[src/rtl/dial_lock_pkg.sv]
package dial_lock_pkg;

   localparam int NUM_STATES = 7;
   localparam int STATE_BITS = 3;

   // Sequencer states. The numeric value is also the debug bit index.
   typedef enum logic [STATE_BITS-1:0] {
      ST_IDLE   = 3'd0,
      ST_ACC1   = 3'd1,
      ST_REJ1   = 3'd2,
      ST_OPEN   = 3'd3,
      ST_REJ2   = 3'd4,
      ST_PROG1  = 3'd5,
      ST_PROG2  = 3'd6
   } lock_state_e;

   function automatic logic [NUM_STATES-1:0] state_onehot(input lock_state_e s);
      return NUM_STATES'(1) << s;
   endfunction

endpackage

[src/rtl/dl_edge_pulse.sv]
// Turns a button level into a one-cycle step pulse on its rising edge.
module dl_edge_pulse (
   input  logic clk,
   input  logic rst,
   input  logic level_i,
   output logic pulse_o
);

   logic seen_q;

   // During reset the button counts as already seen, so a held press
   // does not leak through when reset is released.
   always_ff @(posedge clk) begin
      if (rst) seen_q <= 1'b1;
      else     seen_q <= level_i;
   end

   assign pulse_o = level_i & ~seen_q & ~rst;

   // A pulse never lasts two cycles.
   p_single_pulse_r1: assert property (@(posedge clk) disable iff (rst)
      pulse_o |=> !pulse_o);

endmodule

[src/rtl/dl_digit_store.sv]
// Bank of combination digit registers with default reload.
module dl_digit_store #(
   parameter int DIGIT_W    = 2,
   parameter int NUM_DIGITS = 2,
   parameter logic [NUM_DIGITS*DIGIT_W-1:0] DEF_CODE = '0
) (
   input  logic                          clk,
   input  logic                          rst_combo,
   input  logic [NUM_DIGITS-1:0]         load_i,
   input  logic [DIGIT_W-1:0]            code_i,
   output logic [NUM_DIGITS*DIGIT_W-1:0] digits_o
);

   localparam int TOTAL_W = NUM_DIGITS * DIGIT_W;

   if (DIGIT_W < 1) begin : g_bad_width
      $error("dl_digit_store: DIGIT_W must be at least 1");
   end
   if (NUM_DIGITS < 1) begin : g_bad_count
      $error("dl_digit_store: NUM_DIGITS must be at least 1");
   end

   for (genvar g = 0; g < NUM_DIGITS; g++) begin : g_digit
      logic [DIGIT_W-1:0] dig_q;
      always_ff @(posedge clk) begin
         if (rst_combo)      dig_q <= DEF_CODE[g*DIGIT_W +: DIGIT_W];
         else if (load_i[g]) dig_q <= code_i;
      end
      assign digits_o[g*DIGIT_W +: DIGIT_W] = dig_q;
   end

   // Default reload wins over any load.
   p_default_reload_r9: assert property (@(posedge clk)
      rst_combo |=> (digits_o == TOTAL_W'(DEF_CODE)));

   // Digits hold when neither reload nor load is requested.
   p_digits_hold_r10: assert property (@(posedge clk) disable iff (rst_combo)
      (load_i == '0) |=> $stable(digits_o));

endmodule

[src/rtl/dl_seq_fsm.sv]
// Entry sequencer: comparators, next-state logic and state register.
module dl_seq_fsm
   import dial_lock_pkg::*;
#(
   parameter int DIGIT_W      = 2,
   parameter bit ONEHOT_STATE = 1'b0
) (
   input  logic               clk,
   input  logic               rst,
   input  logic               step_i,
   input  logic [DIGIT_W-1:0] code_i,
   input  logic [DIGIT_W-1:0] first_i,
   input  logic [DIGIT_W-1:0] second_i,
   output logic               load_first_o,
   output logic               load_second_o,
   output lock_state_e        state_o
);

   lock_state_e cur;
   lock_state_e nxt;
   logic        hit_first;
   logic        hit_second;

   assign hit_first  = (code_i == first_i);
   assign hit_second = (code_i == second_i);

   always_comb begin
      nxt = cur;
      if (step_i) begin
         unique case (cur)
            ST_IDLE:  nxt = hit_first  ? ST_ACC1 : ST_REJ1;
            ST_ACC1:  nxt = hit_second ? ST_OPEN : ST_REJ2;
            ST_REJ1:  nxt = ST_REJ2;
            ST_OPEN:  nxt = ST_PROG1;
            ST_PROG1: nxt = ST_PROG2;
            ST_PROG2: nxt = ST_OPEN;
            ST_REJ2:  nxt = ST_IDLE;
            default:  nxt = ST_IDLE;
         endcase
      end
   end

   assign load_first_o  = step_i & (cur == ST_PROG1);
   assign load_second_o = step_i & (cur == ST_PROG2);

   if (ONEHOT_STATE) begin : g_onehot
      logic [NUM_STATES-1:0] st_q;
      always_ff @(posedge clk) begin
         if (rst) st_q <= state_onehot(ST_IDLE);
         else     st_q <= state_onehot(nxt);
      end
      // A register that is not one-hot falls back to idle.
      always_comb begin
         cur = ST_IDLE;
         if ($onehot(st_q)) begin
            for (int i = 0; i < NUM_STATES; i++) begin
               if (st_q[i]) cur = lock_state_e'(i[STATE_BITS-1:0]);
            end
         end
      end
   end else begin : g_binary
      logic [STATE_BITS-1:0] st_q;
      always_ff @(posedge clk) begin
         if (rst) st_q <= ST_IDLE;
         else     st_q <= nxt;
      end
      // The spare code falls back to idle.
      always_comb begin
         if (st_q <= STATE_BITS'(ST_PROG2)) cur = lock_state_e'(st_q);
         else                               cur = ST_IDLE;
      end
   end

   assign state_o = cur;

   p_reset_idle_r8: assert property (@(posedge clk)
      rst |=> (cur == ST_IDLE));

   p_hold_without_step_r10: assert property (@(posedge clk) disable iff (rst)
      !step_i |=> (cur == $past(cur)));

   p_rej1_to_rej2_r5: assert property (@(posedge clk) disable iff (rst)
      (step_i && cur == ST_REJ1) |=> (cur == ST_REJ2));

   p_rej2_to_idle_r7: assert property (@(posedge clk) disable iff (rst)
      (step_i && cur == ST_REJ2) |=> (cur == ST_IDLE));

   p_open_to_prog_r6: assert property (@(posedge clk) disable iff (rst)
      (step_i && cur == ST_OPEN) |=> (cur == ST_PROG1));

endmodule

[src/rtl/dial_lock_core.sv]
module dial_lock_core
   import dial_lock_pkg::*;
#(
   parameter int                 DIGIT_W      = 2,
   parameter logic [DIGIT_W-1:0] DEF_FIRST    = 2'b11,
   parameter logic [DIGIT_W-1:0] DEF_SECOND   = 2'b01,
   parameter int                 DBG_W        = 8,
   parameter bit                 ONEHOT_STATE = 1'b0
) (
   input  logic               clk,
   input  logic               rst,
   input  logic               rst_combo,
   input  logic               enter_btn,
   input  logic [DIGIT_W-1:0] code_in,
   output logic               open_o,
   output logic               error_o,
   output logic               prog_first_o,
   output logic               prog_second_o,
   output logic [DBG_W-1:0]   dbg_state_o
);

   localparam int NUM_DIGITS = 2;
   localparam int STORE_W    = NUM_DIGITS * DIGIT_W;
   localparam logic [STORE_W-1:0] DEF_CODE = {DEF_SECOND, DEF_FIRST};

   if (DBG_W < NUM_STATES) begin : g_bad_dbg
      $error("dial_lock_core: DBG_W must hold one bit per state");
   end

   logic                  step;
   logic [NUM_DIGITS-1:0] load_vec;
   logic [STORE_W-1:0]    digits;
   lock_state_e           state;
   logic                  load_first;
   logic                  load_second;

   dl_edge_pulse u_edge (
      .clk     (clk),
      .rst     (rst),
      .level_i (enter_btn),
      .pulse_o (step)
   );

   assign load_vec = {load_second, load_first};

   dl_digit_store #(
      .DIGIT_W    (DIGIT_W),
      .NUM_DIGITS (NUM_DIGITS),
      .DEF_CODE   (DEF_CODE)
   ) u_store (
      .clk       (clk),
      .rst_combo (rst_combo),
      .load_i    (load_vec),
      .code_i    (code_in),
      .digits_o  (digits)
   );

   dl_seq_fsm #(
      .DIGIT_W      (DIGIT_W),
      .ONEHOT_STATE (ONEHOT_STATE)
   ) u_fsm (
      .clk           (clk),
      .rst           (rst),
      .step_i        (step),
      .code_i        (code_in),
      .first_i       (digits[0 +: DIGIT_W]),
      .second_i      (digits[DIGIT_W +: DIGIT_W]),
      .load_first_o  (load_first),
      .load_second_o (load_second),
      .state_o       (state)
   );

   // Moore output decode.
   assign open_o        = (state == ST_OPEN);
   assign error_o       = (state == ST_REJ2);
   assign prog_first_o  = (state == ST_PROG1);
   assign prog_second_o = (state == ST_PROG2);
   assign dbg_state_o   = DBG_W'(state_onehot(state));

   p_flags_exclusive_r2: assert property (@(posedge clk) disable iff (rst)
      $onehot0({open_o, error_o, prog_first_o, prog_second_o}));

   p_dbg_onehot_r11: assert property (@(posedge clk) disable iff (rst)
      $onehot(dbg_state_o[NUM_STATES-1:0]) && (dbg_state_o[DBG_W-1:NUM_STATES] == '0));

   p_error_tracks_dbg_r2: assert property (@(posedge clk) disable iff (rst)
      error_o |-> dbg_state_o[4]);

endmodule

[config.mk]
export PLATFORM = sky130hd
export DESIGN_NAME = dial_lock_core
export DESIGN_NICKNAME = d
export VERILOG_FILES = /design/src/rtl/dial_lock_pkg.sv /design/src/rtl/dl_edge_pulse.sv /design/src/rtl/dl_digit_store.sv /design/src/rtl/dl_seq_fsm.sv /design/src/rtl/dial_lock_core.sv
export SDC_FILE = /design/constraint.sdc
export NUM_CORES = 1
export LEC_CHECK = 0
export BUFFER_PORTS_ARGS = -buffer_cell sky130_fd_sc_hd__buf_2
export CAP_MARGIN = 20
export CORE_AREA = 2 2 39 41
export DETAILED_ROUTE_END_ITERATION = 16
export DIE_AREA = 0 0 41 43
export GPL_ROUTABILITY_DRIVEN = 0
export PLACE_DENSITY = 0.77
export SLEW_MARGIN = 10
export SYNTH_ARGS = -nofsm -noshare
export SYNTH_HDL_FRONTEND = slang
export SYNTH_SLANG_ARGS = --single-unit
[constraint.sdc]
create_clock -name clk -period 1.7 [get_ports clk]
set_clock_uncertainty 0.05 [all_clocks]
set_input_delay 0.34 -clock clk [delete_from_list [all_inputs] [get_ports clk]]
set_output_delay 0.34 -clock clk [all_outputs]
set_load 0.05 [all_outputs]
Yosys cells after proc, flatten, opt, wreduce, memory -nomap -nowiden
Cells that the tools add are included.
- $lt $le $gt $ge: 1
- eq/ne operators: 8
- shift operators: 1
- multiplexer cells: 5
- bitwise logic cells: 6
- reduce and logical (&&, ||, !) cells: 1
- operator list (kind ; number):
    one-hot mux 3 bit (6 select lines) ; 1
    equality test 3 bit, second input constant ; 3
    two-way mux 3 bit ; 3
    << shifter 1 x 3 -> 7 bit, first input constant ; 1
    equality test 3 x 2 -> 1 bit, second input constant ; 2
    bitwise AND 1 bit ; 4
    equality test 2 bit ; 2
    equality test 3 x 1 -> 1 bit, second input constant ; 1
    <= comparator 3 bit, second input constant ; 1
    logical NOT 3 bit ; 1
    two-way mux 2 bit ; 1
    NOT 1 bit ; 2
- flip-flop bits (word level): 8
- bits of input ports: 6
- output and inout port bits: 12
- logic and storage cells: 26

Depth between registers and ports, before layout
Gate-level depths: netlist (run 1).
- depth after elaboration: 5
- gate-level depth with buffers: 5

Modules after synthesis
A second synthesis (run 1) with hierarchy kept.
- cells, all modules: 68
- area total of the unflattened synthesis: 576.8 sq um
- by module, submodules not included (module ; times used ; cells an instance ; area an instance (sq um) ; sequential area each (sq um)):
    dl_seq_fsm ; 1 ; 40 ; 300.3 ; 60.1
    dl_digit_store ; 1 ; 12 ; 138.9 ; 80.1
    dial_lock_core ; 1 ; 13 ; 98.8 ; 0.0
    dl_edge_pulse ; 1 ; 3 ; 38.8 ; 20.0

Worst setup path after synthesis (run 1)
Ideal clock, no wire load.
- path type: register to output
- from: register u_fsm.g_binary.st_q[2]
- to: output port dbg_state_o[3]
- arrival time: 2.235 ns
- data required time: 1.310 ns
- setup slack: -0.925 ns
- cell stages (with the launch flop): 5
- buffers on the path: 3
- cells stage by stage: dfxtp_1 clkbuf_1 clkbuf_1 nor3b_1 buf_4
- cells in the longest elaborated chain, start to end: 3
- RTL lines (element ; line ; source):
    start, declared ; dl_seq_fsm.sv:62 ; logic [STATE_BITS-1:0] st_q;
    start signal, assigned ; dl_seq_fsm.sv:65 ; else st_q <= nxt;
    <= comparator 3 bit ; dl_seq_fsm.sv:69 ; if (st_q <= STATE_BITS'(ST_PROG2)) cur = lock_state_e'(st_q);
    two-way mux 3 bit * ; dl_seq_fsm.sv:69 ;
    << shifter 1 x 3 -> 7 bit * ; dial_lock_pkg.sv:18 ; return NUM_STATES'(1) << s;
    end, declared ; dial_lock_core.sv:19 ; output logic [DBG_W-1:0] dbg_state_o
Every way passes the cells marked *; elsewhere a longest branch is shown, timed or not.

Worst setup path after layout (run 1)
- from: register u_fsm.g_binary.st_q[1]
- to: output port dbg_state_o[0]
The elaborated chain is that of the path after synthesis.

==> out/summary.json, run 1 <==
{
  "yosys": {
    "postSynthAreaPerCell_um2": 7.69,
    "async_reset_ff_frac": 0,
    "post_synth_instance_area_um2": 569,
    "synth_seq_cells": 8,
    "count_of_flip_flops_with_a_built_in_enable_after_synthesis": 0,
    "synth_simple_gate_area_frac": 0.323,
    "synth_top_family_by_area": "simple AND/OR/NAND/NOR gates",
    "synth_compound_area_frac": 0.189,
    "dominantRegCellSynth": "sky130_fd_sc_hd__dfxtp_1",
    "yosys-mux-area-fraction": 0.0176,
    "synthesis.nets": 80,
    "ys_seq_area_frac": 0.281,
    "synth-warning-count": 0,
    "synthesis.instances": 74,
    "synthXorXnorAreaFrac": 0.0615,
    "synth.lib_cells_used.distinct": 29,
    "synth_fa_ha_area_frac": 0
  },
  "final_layout": {
    "layout.cells.most_common": "sky130_fd_sc_hd__buf_2",
    "finalInstanceArea_um2": 709,
    "final_net_count": 95,
    "layout-drive-gt1-share": 0.391,
    "seq_area_um2": 165,
    "final_util": 0.513,
    "area_delta_synth_final_pct": 24.6,
    "total_area_of_multi_input_combinational_cells_um2": 372,
    "layout_common_cells": "sky130_fd_sc_hd__buf_2 (11), sky130_fd_sc_hd__nor2_1 (7), sky130_fd_sc_hd__clkbuf_4 (7)",
    "fillers": 128,
    "diodes": 0
  },
  "clock_tree": {
    "clockRootBuffer": "sky130_fd_sc_hd__clkbuf_4",
    "clk_pin_slew_ps": 50,
    "clk-insertion-delay-late_ps": 250,
    "clock_tree.htree_level_count": 1,
    "numCtsBuffers": 3,
    "clock_sink_count": 8,
    "cts_tree": "yes",
    "cts_buffer_depth": 2
  },
  "floorplan": {
    "ios": 18,
    "floorplan.die.height_um": 43,
    "floorplan.initialDensity": 0.411,
    "placement_rows": 14,
    "fp.coreArea_um2": 1380,
    "design.die.area_um2": 1760,
    "width_of_the_chip_um": 41
  },
  "pwr": {
    "vdd_ir_drop_max_v": 0.000420,
    "power.static_leakage_nw": 0.285,
    "total_power_mw": 0.416,
    "power_density_nw_per_um2": 586
  },
  "worst_setup_path": {
    "critical-path-slowest-cell": "sky130_fd_sc_hd__dfxtp_4",
    "path_delay_family": "simple AND/OR/NAND/NOR gates",
    "worst-endpoint-required_ps": 1310,
    "setup.worst_path.class": "register to output pin",
    "critical_path.max_fanout": 13,
    "worstPathCellList": "or3_4 > nand2_1 > buf_6",
    "worst_r2r_path_depth": 4,
    "start_kind": "register",
    "signal_arrival_time_at_the_worst_endpoint_ps": 1250,
    "critPathMaxStageDelay_ps": 380,
    "setup.worst_path.end_class": "output pin",
    "critical_path_cell_count": 3,
    "cp_num_buf_inv": 1
  },
  "drt": {
    "num_vias": 547,
    "drc_marker_count_from_the_first_detailed_route_iteration": 5,
    "drt_first_pass_iters": 4,
    "postRouteWirelength_um": 1170,
    "drcViolationCount": 0,
    "drt-wirelength-per-cell_um": 11.4,
    "routed_via_density": 5.31,
    "drt.antenna.violating_nets": 0
  },
  "sta": {
    "layout_setup_ws_ps": 63.3,
    "finalWorstPathRequiredPeriod_ps": 1640,
    "maxSlewViolCount": 0,
    "finalCritPeriodShare": 0.963,
    "maxClockFrequency_ghz": 0.611,
    "timing.final.hold_violations": 0,
    "final.hold.worst_slack_ps": 251,
    "setup_viol": 0,
    "grt_setup_unrepaired": "yes"
  },
  "global_route": {
    "grt_antenna_before_repair": 0,
    "global_route.usage.total": 0.168,
    "grt_pass1_wl_um": 2040,
    "grt_overflow_total": 0,
    "grt_max_degree": 14,
    "grt_pass1_vias": 511
  },
  "min_path": {
    "min_delay_path_depth": 2,
    "min_path_type": "input port to register"
  },
  "job": {
    "maxCapViolCount": 0
  },
  "place": {
    "detailedPlacementHpwl_um": 915,
    "port_buffers": 16,
    "dpl_cell_area_um2": 661,
    "pre_cts_slack_ps": 31.4
  },
  "outcome": {
    "run_status": "completed"
  }
}
[Yosys cell counts, drive strengths merged (3+ instances only)]
library cell	count	area (µm²)
dfxtp	8	160
nor2	8	30.0
buf	7	53.8
nand2	5	18.8
o21ai	5	25.0
a21oi	4	20.0
nor3b	4	30.0
xor2	4	35.0
a211o	3	26.3
clkbuf	3	11.3
nor2b	3	18.8
nor3	3	26.3
[what timing repair did]
action | 4_1_cts | 5_1_grt
resized for setup | 2 | 8
hold buffers | 0 | 0
setup buffers | 0 | 0
setup endpoints to repair | 7 | 7
[flip-flops by register name, indices dropped and copies added, names as in the netlist]
name / flops
u_fsm.g_binary.st_q: 3
u_store.g_digit.dig_q: 4
u_edge.seen_q: 1
[power breakdown]
group	internal, mW	switching (mW)
clock network	0.0806	0.0624
registers	0.190	0.00522
logic	0.0275	0.0497
[layer usage]
metal | track usage | share of wire | wire length, µm
met5 | 0 | 0 | 0
met4 | 0.0733 | 0.013 | 15
met3 | 0.0785 | 0.055 | 65
met2 | 0.250 | 0.51 | 599
met1 | 0.199 | 0.42 | 492
[area by class of cell]
class	count	area share
multi-input combinational	55	0.524
sequential	8	0.233
timing repair buffer	20	0.178
inverter	1	0.00529
tap	16	0.0282
clock buffer	3	0.0317
[worst paths after layout]
check,start,to,slack [ps]
setup / recovery,u_fsm.g_binary.st_q[1],dbg_state_o[0],60
hold reg to reg,u_store.g_digit[1].dig_q[1],u_store.g_digit[1].dig_q[1],480
setup reg to reg,u_edge.seen_q,u_store.g_digit[1].dig_q[0],190
hold / removal,rst,u_fsm.g_binary.st_q[1],250
[kinds of logic after synthesis]
| family | count (synthesis) |
|---|---|
| DFF | 8 |
| and+or+nand+nor | 32 |
| buffers and inverters | 11 |
| other | 1 |
| AOI/OAI and AO/OA | 17 |
| muxes | 1 |
| xor gates and xnor gates | 4 |
[through the flow]
stage | TNS, ps | cells
after global placement | 0 | 100
after global routing | -2.87 | 103
after floorplan | -71.1 | 74
after detailed placement | 0 | 100
final | 0 | 103
after CTS | 0 | 103
No activity file was read; power rests on OpenSTA's default activity.
==> run 2: changes to the inputs <==
- ABC_AREA: unset -> 1
- GPL_TIMING_DRIVEN: unset -> 0
- PLACE_DENSITY: 0.77 -> 0.76
==> out/summary.json, run 2 <==
{
  "outcome": {
    "run_status": "completed"
  },
  "worst_setup_path": {
    "critPathMaxStageDelay": {"value": 400, "unit": "ps", "change": "+20 ps"},
    "signal_arrival_time_at_the_worst_endpoint": {"value": 1230, "unit": "ps", "change": "-20 ps"},
    "start_kind": "register",
    "critical_path.max_fanout": {"value": 7, "change": "-6"},
    "setup.worst_path.class": "register to output pin",
    "crit_path_frequent_cell": "sky130_fd_sc_hd__buf_4",
    "path_delay_family": "flip-flops",
    "worst-endpoint-required": {"value": 1310, "unit": "ps", "change": "about the same"},
    "worstPathCellList": "nand2_1 > nor2_2 > buf_4 > buf_4",
    "setup.worst_path.end_class": "output pin",
    "cp_num_buf_inv": {"value": 2, "change": "+1"},
    "critical-path-slowest-cell": "sky130_fd_sc_hd__dfxtp_2"
  },
  "job": {
    "maxCapViolCount": {"value": 0, "change": "unchanged"}
  },
  "floorplan": {
    "placement_rows": {"value": 14, "change": "unchanged"},
    "ios": {"value": 18, "change": "unchanged"},
    "floorplan.die.height": {"value": 43, "unit": "µm", "change": "unchanged"},
    "width_of_the_chip": {"value": 41, "unit": "µm", "change": "unchanged"},
    "design.die.area": {"value": 1760, "unit": "µm²", "change": "unchanged"},
    "floorplan.initialDensity": {"value": 0.401, "change": "-0.00995"},
    "fp.coreArea": {"value": 1380, "unit": "µm²", "change": "unchanged"}
  },
  "min_path": {
    "min_path_type": "input port to register"
  },
  "pwr": {
    "p_int": {"value": 0.306, "unit": "mW", "change": "+2.4%"},
    "power.switching_fraction": {"value": 0.314, "change": "+0.0316"},
    "power.static_leakage": {"value": 0.444, "unit": "nW", "change": "+56%"},
    "clkPwrFrac": {"value": 0.319, "change": "-0.025"},
    "seq_power_share": {"value": 0.445, "change": "-0.026"},
    "power_density": {"value": 615, "unit": "nW/µm²", "change": "+4.9%"},
    "vdd_ir_drop_max": {"value": 0.000377, "unit": "V", "change": "-10%"},
    "total_power": {"value": 0.446, "unit": "mW", "change": "+7.1%"},
    "switchingPower": {"value": 0.140, "unit": "mW", "change": "+19%"},
    "power.combinational.fraction": {"value": 0.236, "change": "+0.050"}
  },
  "clock_tree": {
    "numCtsBuffers": {"value": 3, "change": "unchanged"},
    "cts.hold.buffers_added": {"value": 0, "change": "unchanged"},
    "clock_sink_count": {"value": 8, "change": "unchanged"},
    "clockRootBuffer": "sky130_fd_sc_hd__clkbuf_4",
    "clock_tree.htree_level_count": {"value": 1, "change": "unchanged"},
    "clk_pin_slew": {"value": 50, "unit": "ps", "change": "about the same"},
    "cts_buffer_depth": {"value": 2, "change": "unchanged"},
    "cts_tree": "yes",
    "clk-insertion-delay-late": {"value": 250, "unit": "ps", "change": "about the same"}
  },
  "final_layout": {
    "area_delta_synth_final_pct": 30.4,
    "top_register": "u_store.g_digit.dig_q",
    "largestRegisters": "u_store.g_digit.dig_q x4, u_fsm.g_binary.st_q x3, u_edge.seen_q x1",
    "layout_common_cells": "sky130_fd_sc_hd__nand2_1 (42), sky130_fd_sc_hd__inv_1 (11), sky130_fd_sc_hd__buf_2 (11)",
    "layout-drive-gt1-share": {"value": 0.328, "change": "-0.0632"},
    "layout.cells.most_common": "sky130_fd_sc_hd__nand2_1",
    "diodes": {"value": 0, "change": "unchanged"},
    "final_net_count": {"value": 124, "change": "+31%"},
    "max_reg_flops": {"value": 4, "change": "unchanged"}
  },
  "sta": {
    "grt_setup_unrepaired": "no",
    "timing.final.hold_violations": {"value": 0, "change": "unchanged"},
    "finalWorstPathRequiredPeriod": {"value": 1620, "unit": "ps", "change": "-13.8 ps"},
    "final.hold.worst_slack": {"value": 221, "unit": "ps", "change": "-29.8 ps"},
    "maxSlewViolCount": {"value": 0, "change": "unchanged"},
    "fin_tns_setup": {"value": 0, "unit": "ps", "change": "unchanged"},
    "finalCritPeriodShare": {"value": 0.955, "change": "-0.00812"},
    "maxClockFrequency": {"value": 0.616, "unit": "GHz", "change": "+0.85%"},
    "setup_viol": {"value": 0, "change": "unchanged"}
  },
  "yosys": {
    "post_synth_most_frequent_cells": "sky130_fd_sc_hd__nand2_1 (42), sky130_fd_sc_hd__inv_1 (12), sky130_fd_sc_hd__dfxtp_1 (8)",
    "synth.lib_cells_used.distinct": {"value": 15, "change": "-48%"},
    "async_reset_ff_frac": {"value": 0, "change": "unchanged"},
    "synthesis.nets": {"value": 102, "change": "+28%"},
    "post-synth-top-count-cell": "sky130_fd_sc_hd__nand2_1",
    "dominantRegCellSynth": "sky130_fd_sc_hd__dfxtp_1",
    "ys_seq_area_frac": {"value": 0.288, "change": "+0.00697"},
    "count_of_flip_flops_with_a_built_in_enable_after_synthesis": {"value": 0, "change": "unchanged"},
    "postSynthAreaPerCell": {"value": 5.79, "unit": "µm²", "change": "-25%"},
    "synth-warning-count": {"value": 0, "change": "unchanged"},
    "post_synth_instance_area": {"value": 556, "unit": "µm²", "change": "-2.4%"},
    "synth_seq_cells": {"value": 8, "change": "unchanged"},
    "synth.area.top_cells": "sky130_fd_sc_hd__dfxtp_1 (29%), sky130_fd_sc_hd__nand2_1 (28%), sky130_fd_sc_hd__inv_1 (8.1%), sky130_fd_sc_hd__buf_4 (6.8%), sky130_fd_sc_hd__a21oi_1 (5.4%)",
    "synthesis.instances": {"value": 96, "change": "+30%"},
    "synthDominantCellAreaShare": {"value": 0.288, "change": "+0.00697"},
    "yosys.area.top_type": "sky130_fd_sc_hd__dfxtp_1"
  },
  "drt": {
    "drcViolationCount": {"value": 0, "change": "unchanged"},
    "drt.antenna.violating_nets": {"value": 0, "change": "unchanged"},
    "drt_first_pass_iters": {"value": 4, "change": "unchanged"},
    "num_vias": {"value": 620, "change": "+13%"},
    "drc_marker_count_from_the_first_detailed_route_iteration": {"value": 16, "change": "+11"},
    "postRouteWirelength": {"value": 1100, "unit": "µm", "change": "-6.3%"},
    "drt-wirelength-per-cell": {"value": 8.32, "unit": "µm", "change": "-27%"},
    "routed_via_density": {"value": 4.70, "change": "-12%"}
  },
  "place": {
    "port_buffers": {"value": 16, "change": "unchanged"},
    "detailedPlacementHpwl": {"value": 947, "unit": "µm", "change": "+3.5%"}
  },
  "global_route": {
    "grt_pass1_wl": {"value": 1800, "unit": "µm", "change": "-12%"},
    "grt_max_degree": {"value": 8, "change": "-6"},
    "grt_pass1_vias": {"value": 491, "change": "-3.9%"},
    "grt_overflow_total": {"value": 0, "change": "unchanged"},
    "global_route.usage.total": {"value": 0.150, "change": "-0.0181"},
    "grt_antenna_before_repair": {"value": 0, "change": "unchanged"}
  }
}
[run 2: layout make-up]
| cell class | instances | area (µm²) |
|---|---|---|
| Inverter | 14 | 52.6 |
| Clock buffer | 3 | 22.5 |
| Fill cell | 152 | 659 |
| Sequential cell | 8 | 166 |
| Buffer | 5 | 41.3 |
| Multi-Input combinational cell | 69 | 318 |
| Timing Repair Buffer | 17 | 104 |
| Tap cell | 16 | 20.0 |
[run 2: metrics by stage]
step	cells	util	instance area, µm²	worst slack, ps
after floorplan	96	-	572	-40.3
after global placement	128	0.486	672	139
after detailed placement	128	0.486	672	132
after CTS	131	0.510	706	10.1
after global routing	132	0.524	724	4.76
final	132	0.524	724	77.1
[run 2: kinds of logic (layout without fill, tap and decap cells)]
group	count (synthesis)	in the layout	share of synthesized area
compound gates	10	10	0.104
buf+inv	19	39	0.162
flops	8	8	0.288
other cells	1	1	0.00675
simple gates	58	58	0.439
[run 2: routing by layer]
metal	GRT usage	part of all wire	vias up	wire, µm
met5	0	0	-	0
met4	0.120	0.025	0	27
met3	0.0157	0.056	4	61
met2	0.228	0.47	16	511
met1	0.179	0.45	269	497
li1	-	-	331	-
[run 2: final timing paths]
path | startpoint | endpoint | slack, ps | depth (start not counted)
setup / recovery | u_fsm.g_binary.st_q[2] | dbg_state_o[6] | 80 | 4
hold reg to reg | u_store.g_digit[1].dig_q[1] | u_store.g_digit[1].dig_q[1] | 430 | 2
setup reg to reg | u_fsm.g_binary.st_q[2] | u_store.g_digit[0].dig_q[1] | 440 | 6
hold / removal | enter_btn | u_edge.seen_q | 220 | 3
[run 2: power by group through the flow]
stage | registers (mW) | logic, mW | clock network (mW)
after floorplan | 0.201 | 0.0790 | 0
after global placement | 0.202 | 0.0998 | 0
after detailed placement | 0.203 | 0.101 | 0
after CTS | 0.199 | 0.104 | 0.151
after global routing | 0.199 | 0.116 | 0.155
final | 0.198 | 0.105 | 0.142
[run 2: worst register-to-register path, stage by stage, from the launching register on]
cell                       delay [ps]
sky130_fd_sc_hd__dfxtp_2          400
sky130_fd_sc_hd__inv_2             80
sky130_fd_sc_hd__nor3_4           200
sky130_fd_sc_hd__buf_4            150
sky130_fd_sc_hd__nand2_1          100
sky130_fd_sc_hd__nand2_1           80
sky130_fd_sc_hd__o211ai_1          70
[run 2: repair_timing]
item / 4_1_cts / 5_1_grt
gates resized for setup: 6 / 5
endpoints found under the setup margin: 6 / 5
setup buffers: 0 / 1
pin swaps: 0 / 1
cloned: 0 / 0
==> run 3: changes to the inputs <==
- BUFFER_PORTS_ARGS: -buffer_cell sky130_fd_sc_hd__buf_2 -> unset
- DONT_BUFFER_PORTS: unset -> 1
- PLACE_DENSITY: 0.76 -> 0.64
==> out/summary.json, run 3 (synthesis gave the netlist of run 2 again) <==
{
  "worst_setup_path": {
    "worst-endpoint-required": {"value": 1310, "unit": "ps", "change": "about the same"},
    "r2r_slack": {"value": 130, "unit": "ps", "change": "-310 ps"},
    "critical_path.reg2reg.endpoint": "u_store.g_digit[0].dig_q[1]",
    "worst_r2r_path_depth": {"value": 5, "change": "-1"},
    "critical-path-slowest-cell": "sky130_fd_sc_hd__nor3_4",
    "critPathMaxStageDelay": {"value": 570, "unit": "ps", "change": "+170 ps"},
    "signal_arrival_time_at_the_worst_endpoint": {"value": 1470, "unit": "ps", "change": "+240 ps"},
    "cp_num_buf_inv": {"value": 2, "change": "unchanged"},
    "setup.worst_path.class": "register to output pin",
    "start_kind": "register",
    "worstPathCellList": "inv_4 > nor3_4 > buf_6",
    "critical_path.max_fanout": {"value": 5, "change": "-2"},
    "timing.rr.start": "u_fsm.g_binary.st_q[2]",
    "setup.worst_path.end_class": "output pin",
    "path_delay_family": "simple AND/OR/NAND/NOR gates"
  },
  "final_layout": {
    "layout-drive-gt1-share": {"value": 0.288, "change": "-0.0391"},
    "largestRegisters": "u_store.g_digit.dig_q x4, u_fsm.g_binary.st_q x3, u_edge.seen_q x1",
    "final_net_count": {"value": 112, "change": "-9.7%"},
    "layout_common_cells": "sky130_fd_sc_hd__nand2_1 (39), sky130_fd_sc_hd__inv_1 (10), sky130_fd_sc_hd__nand3_1 (6), sky130_fd_sc_hd__a21oi_1 (6), sky130_fd_sc_hd__buf_4 (6)",
    "final_util": {"value": 0.525, "change": "+0.00181"},
    "diodes": {"value": 0, "change": "unchanged"},
    "area_delta_synth_final_pct": 30.9,
    "top_register": "u_store.g_digit.dig_q",
    "layout.cells.most_common": "sky130_fd_sc_hd__nand2_1",
    "max_reg_flops": {"value": 4, "change": "unchanged"},
    "instances_no_fill": {"value": 120, "change": "-9.1%"}
  },
  "pwr": {
    "p_int": {"value": 0.305, "unit": "mW", "change": "-0.19%"},
    "power.combinational.fraction": {"value": 0.253, "change": "+0.017"},
    "power_density": {"value": 611, "unit": "nW/µm²", "change": "-0.68%"},
    "seq_power_share": {"value": 0.438, "change": "-0.007"},
    "power.static_leakage": {"value": 0.381, "unit": "nW", "change": "-14%"},
    "power.switching_fraction": {"value": 0.313, "change": "-0.00102"},
    "vdd_ir_drop_max": {"value": 0.000435, "unit": "V", "change": "+15%"},
    "clkPwrFrac": {"value": 0.309, "change": "-0.010"},
    "switchingPower": {"value": 0.139, "unit": "mW", "change": "-0.66%"}
  },
  "sta": {
    "grt_setup_unrepaired": "yes",
    "finalWorstPathRequiredPeriod": {"value": 1860, "unit": "ps", "change": "+234 ps"},
    "layout_setup_ws": {"value": -156, "unit": "ps", "change": "-234 ps"},
    "finalCritPeriodShare": {"value": 1.09, "change": "+0.137"},
    "fin_tns_setup": {"value": -281, "unit": "ps", "change": "-281 ps"},
    "maxSlewViolCount": {"value": 0, "change": "unchanged"},
    "maxClockFrequency": {"value": 0.539, "unit": "GHz", "change": "-13%"},
    "max_slew_margin": 0.546,
    "timing.final.hold_violations": {"value": 0, "change": "unchanged"},
    "setup_viol": {"value": 4, "change": "+4"},
    "tightest_slew_ps": 679
  },
  "clock_tree": {
    "cts_buffer_depth": {"value": 2, "change": "unchanged"},
    "cts_tree": "yes",
    "numCtsBuffers": {"value": 3, "change": "unchanged"},
    "clockRootBuffer": "sky130_fd_sc_hd__clkbuf_4",
    "clock_tree.htree_level_count": {"value": 1, "change": "unchanged"},
    "clk_pin_slew": {"value": 50, "unit": "ps", "change": "about the same"},
    "clk-insertion-delay-late": {"value": 240, "unit": "ps", "change": "about the same"},
    "clock_sink_count": {"value": 8, "change": "unchanged"},
    "cts.hold.buffers_added": {"value": 0, "change": "unchanged"}
  },
  "global_route": {
    "grt_antenna_before_repair": {"value": 0, "change": "unchanged"},
    "grt_overflow_total": {"value": 0, "change": "unchanged"},
    "grt_pass1_wl": {"value": 1820, "unit": "µm", "change": "+1.2%"},
    "grt_max_degree": {"value": 7, "change": "-1"},
    "grt_pass1_vias": {"value": 468, "change": "-4.7%"},
    "global_route.usage.total": {"value": 0.154, "change": "+0.00403"}
  },
  "floorplan": {
    "placement_rows": {"value": 14, "change": "unchanged"},
    "fp.coreArea": {"value": 1380, "unit": "µm²", "change": "unchanged"},
    "ios": {"value": 18, "change": "unchanged"},
    "floorplan.die.height": {"value": 43, "unit": "µm", "change": "unchanged"},
    "width_of_the_chip": {"value": 41, "unit": "µm", "change": "unchanged"},
    "floorplan.initialDensity": {"value": 0.401, "change": "unchanged"},
    "design.die.area": {"value": 1760, "unit": "µm²", "change": "unchanged"}
  },
  "drt": {
    "postRouteWirelength": {"value": 1190, "unit": "µm", "change": "+7.9%"},
    "drt-wirelength-per-cell": {"value": 9.88, "unit": "µm", "change": "+19%"},
    "routed_via_density": {"value": 4.84, "change": "+3.1%"},
    "drt.antenna.violating_nets": {"value": 0, "change": "unchanged"},
    "drt_first_pass_iters": {"value": 4, "change": "unchanged"},
    "drc_marker_count_from_the_first_detailed_route_iteration": {"value": 12, "change": "-4"},
    "drcViolationCount": {"value": 0, "change": "unchanged"},
    "num_vias": {"value": 581, "change": "-6.3%"}
  },
  "place": {
    "dp_cells": {"value": 112, "change": "-13%"},
    "port_buffers": {"value": 0, "change": "-16"},
    "detailedPlacementHpwl": {"value": 887, "unit": "µm", "change": "-6.3%"},
    "pre_cts_slack": {"value": -159, "unit": "ps", "change": "-291 ps"}
  },
  "outcome": {
    "run_status": "finished with violations",
    "violated_checks": "negative setup slack"
  },
  "min_path": {
    "hold-path-endpoint": "u_fsm.g_binary.st_q[1]",
    "min_delay_path_depth": {"value": 1, "change": "-2"},
    "hp-start": "rst",
    "min_path_type": "input port to register"
  },
  "job": {
    "maxCapViolCount": {"value": 0, "change": "unchanged"}
  }
}
## run 3: cell types whose count changed in the layout (fill, tap and decap cells not counted), sizes merged
cell and change:
buf -10, clkbuf -2, clkinvlp +1, inv -1
## run 3: metal layers
layer	routed length [µm]	track usage	vias up
li1	-	-	314
met1	554	0.208	249
met2	545	0.213	16
met3	77	0.0157	2
met4	8	0.120	0
met5	0	0	-
## run 3: power by group through the flow
stage / clock [mW] / combinational (mW) / sequential, mW
2_1_floorplan: 0 / 0.0790 / 0.201
3_3_place_gp: 0 / 0.0867 / 0.203
3_5_place_dp: 0 / 0.0873 / 0.203
4_1_cts: 0.147 / 0.107 / 0.194
5_1_grt: 0.157 / 0.121 / 0.195
6_report: 0.137 / 0.112 / 0.195
## run 3: metrics by stage
stage | hold WS [ps] | power, mW | area (µm²)
after floorplan | 359 | 0.280 | 572
after global placement | 361 | 0.289 | 592
after detailed placement | 361 | 0.290 | 592
after CTS | 87.1 | 0.448 | 707
after global routing | 86.7 | 0.474 | 727
final | 100 | 0.444 | 727
## run 3: final cells by class
type,instances,area (µm²)
Fill cell,148,657
Sequential cell,8,171
Inverter,14,58.8
Timing Repair Buffer,5,37.5
Multi-Input combinational cell,69,357
Buffer,5,60.1
Clock buffer,3,22.5
Tap cell,16,20.0
## run 3: how the worst max path moves through the flow
stage	start	to	cells after the start
3_3_place_gp	u_fsm.g_binary.st_q[1]	dbg_state_o[6]	3
6_report	u_fsm.g_binary.st_q[2]	dbg_state_o[5]	3
2_1_floorplan	u_fsm.g_binary.st_q[1]	dbg_state_o[6]	3
4_1_cts	u_fsm.g_binary.st_q[2]	dbg_state_o[5]	3
3_5_place_dp	u_fsm.g_binary.st_q[1]	dbg_state_o[6]	3
5_1_grt	u_fsm.g_binary.st_q[2]	dbg_state_o[5]	3
## run 3: what timing repair did
item                       4_1_cts  5_1_grt
pin swaps                        3        3
buffers inserted                 4        1
setup endpoints to repair       16        5
resized for setup               19        4
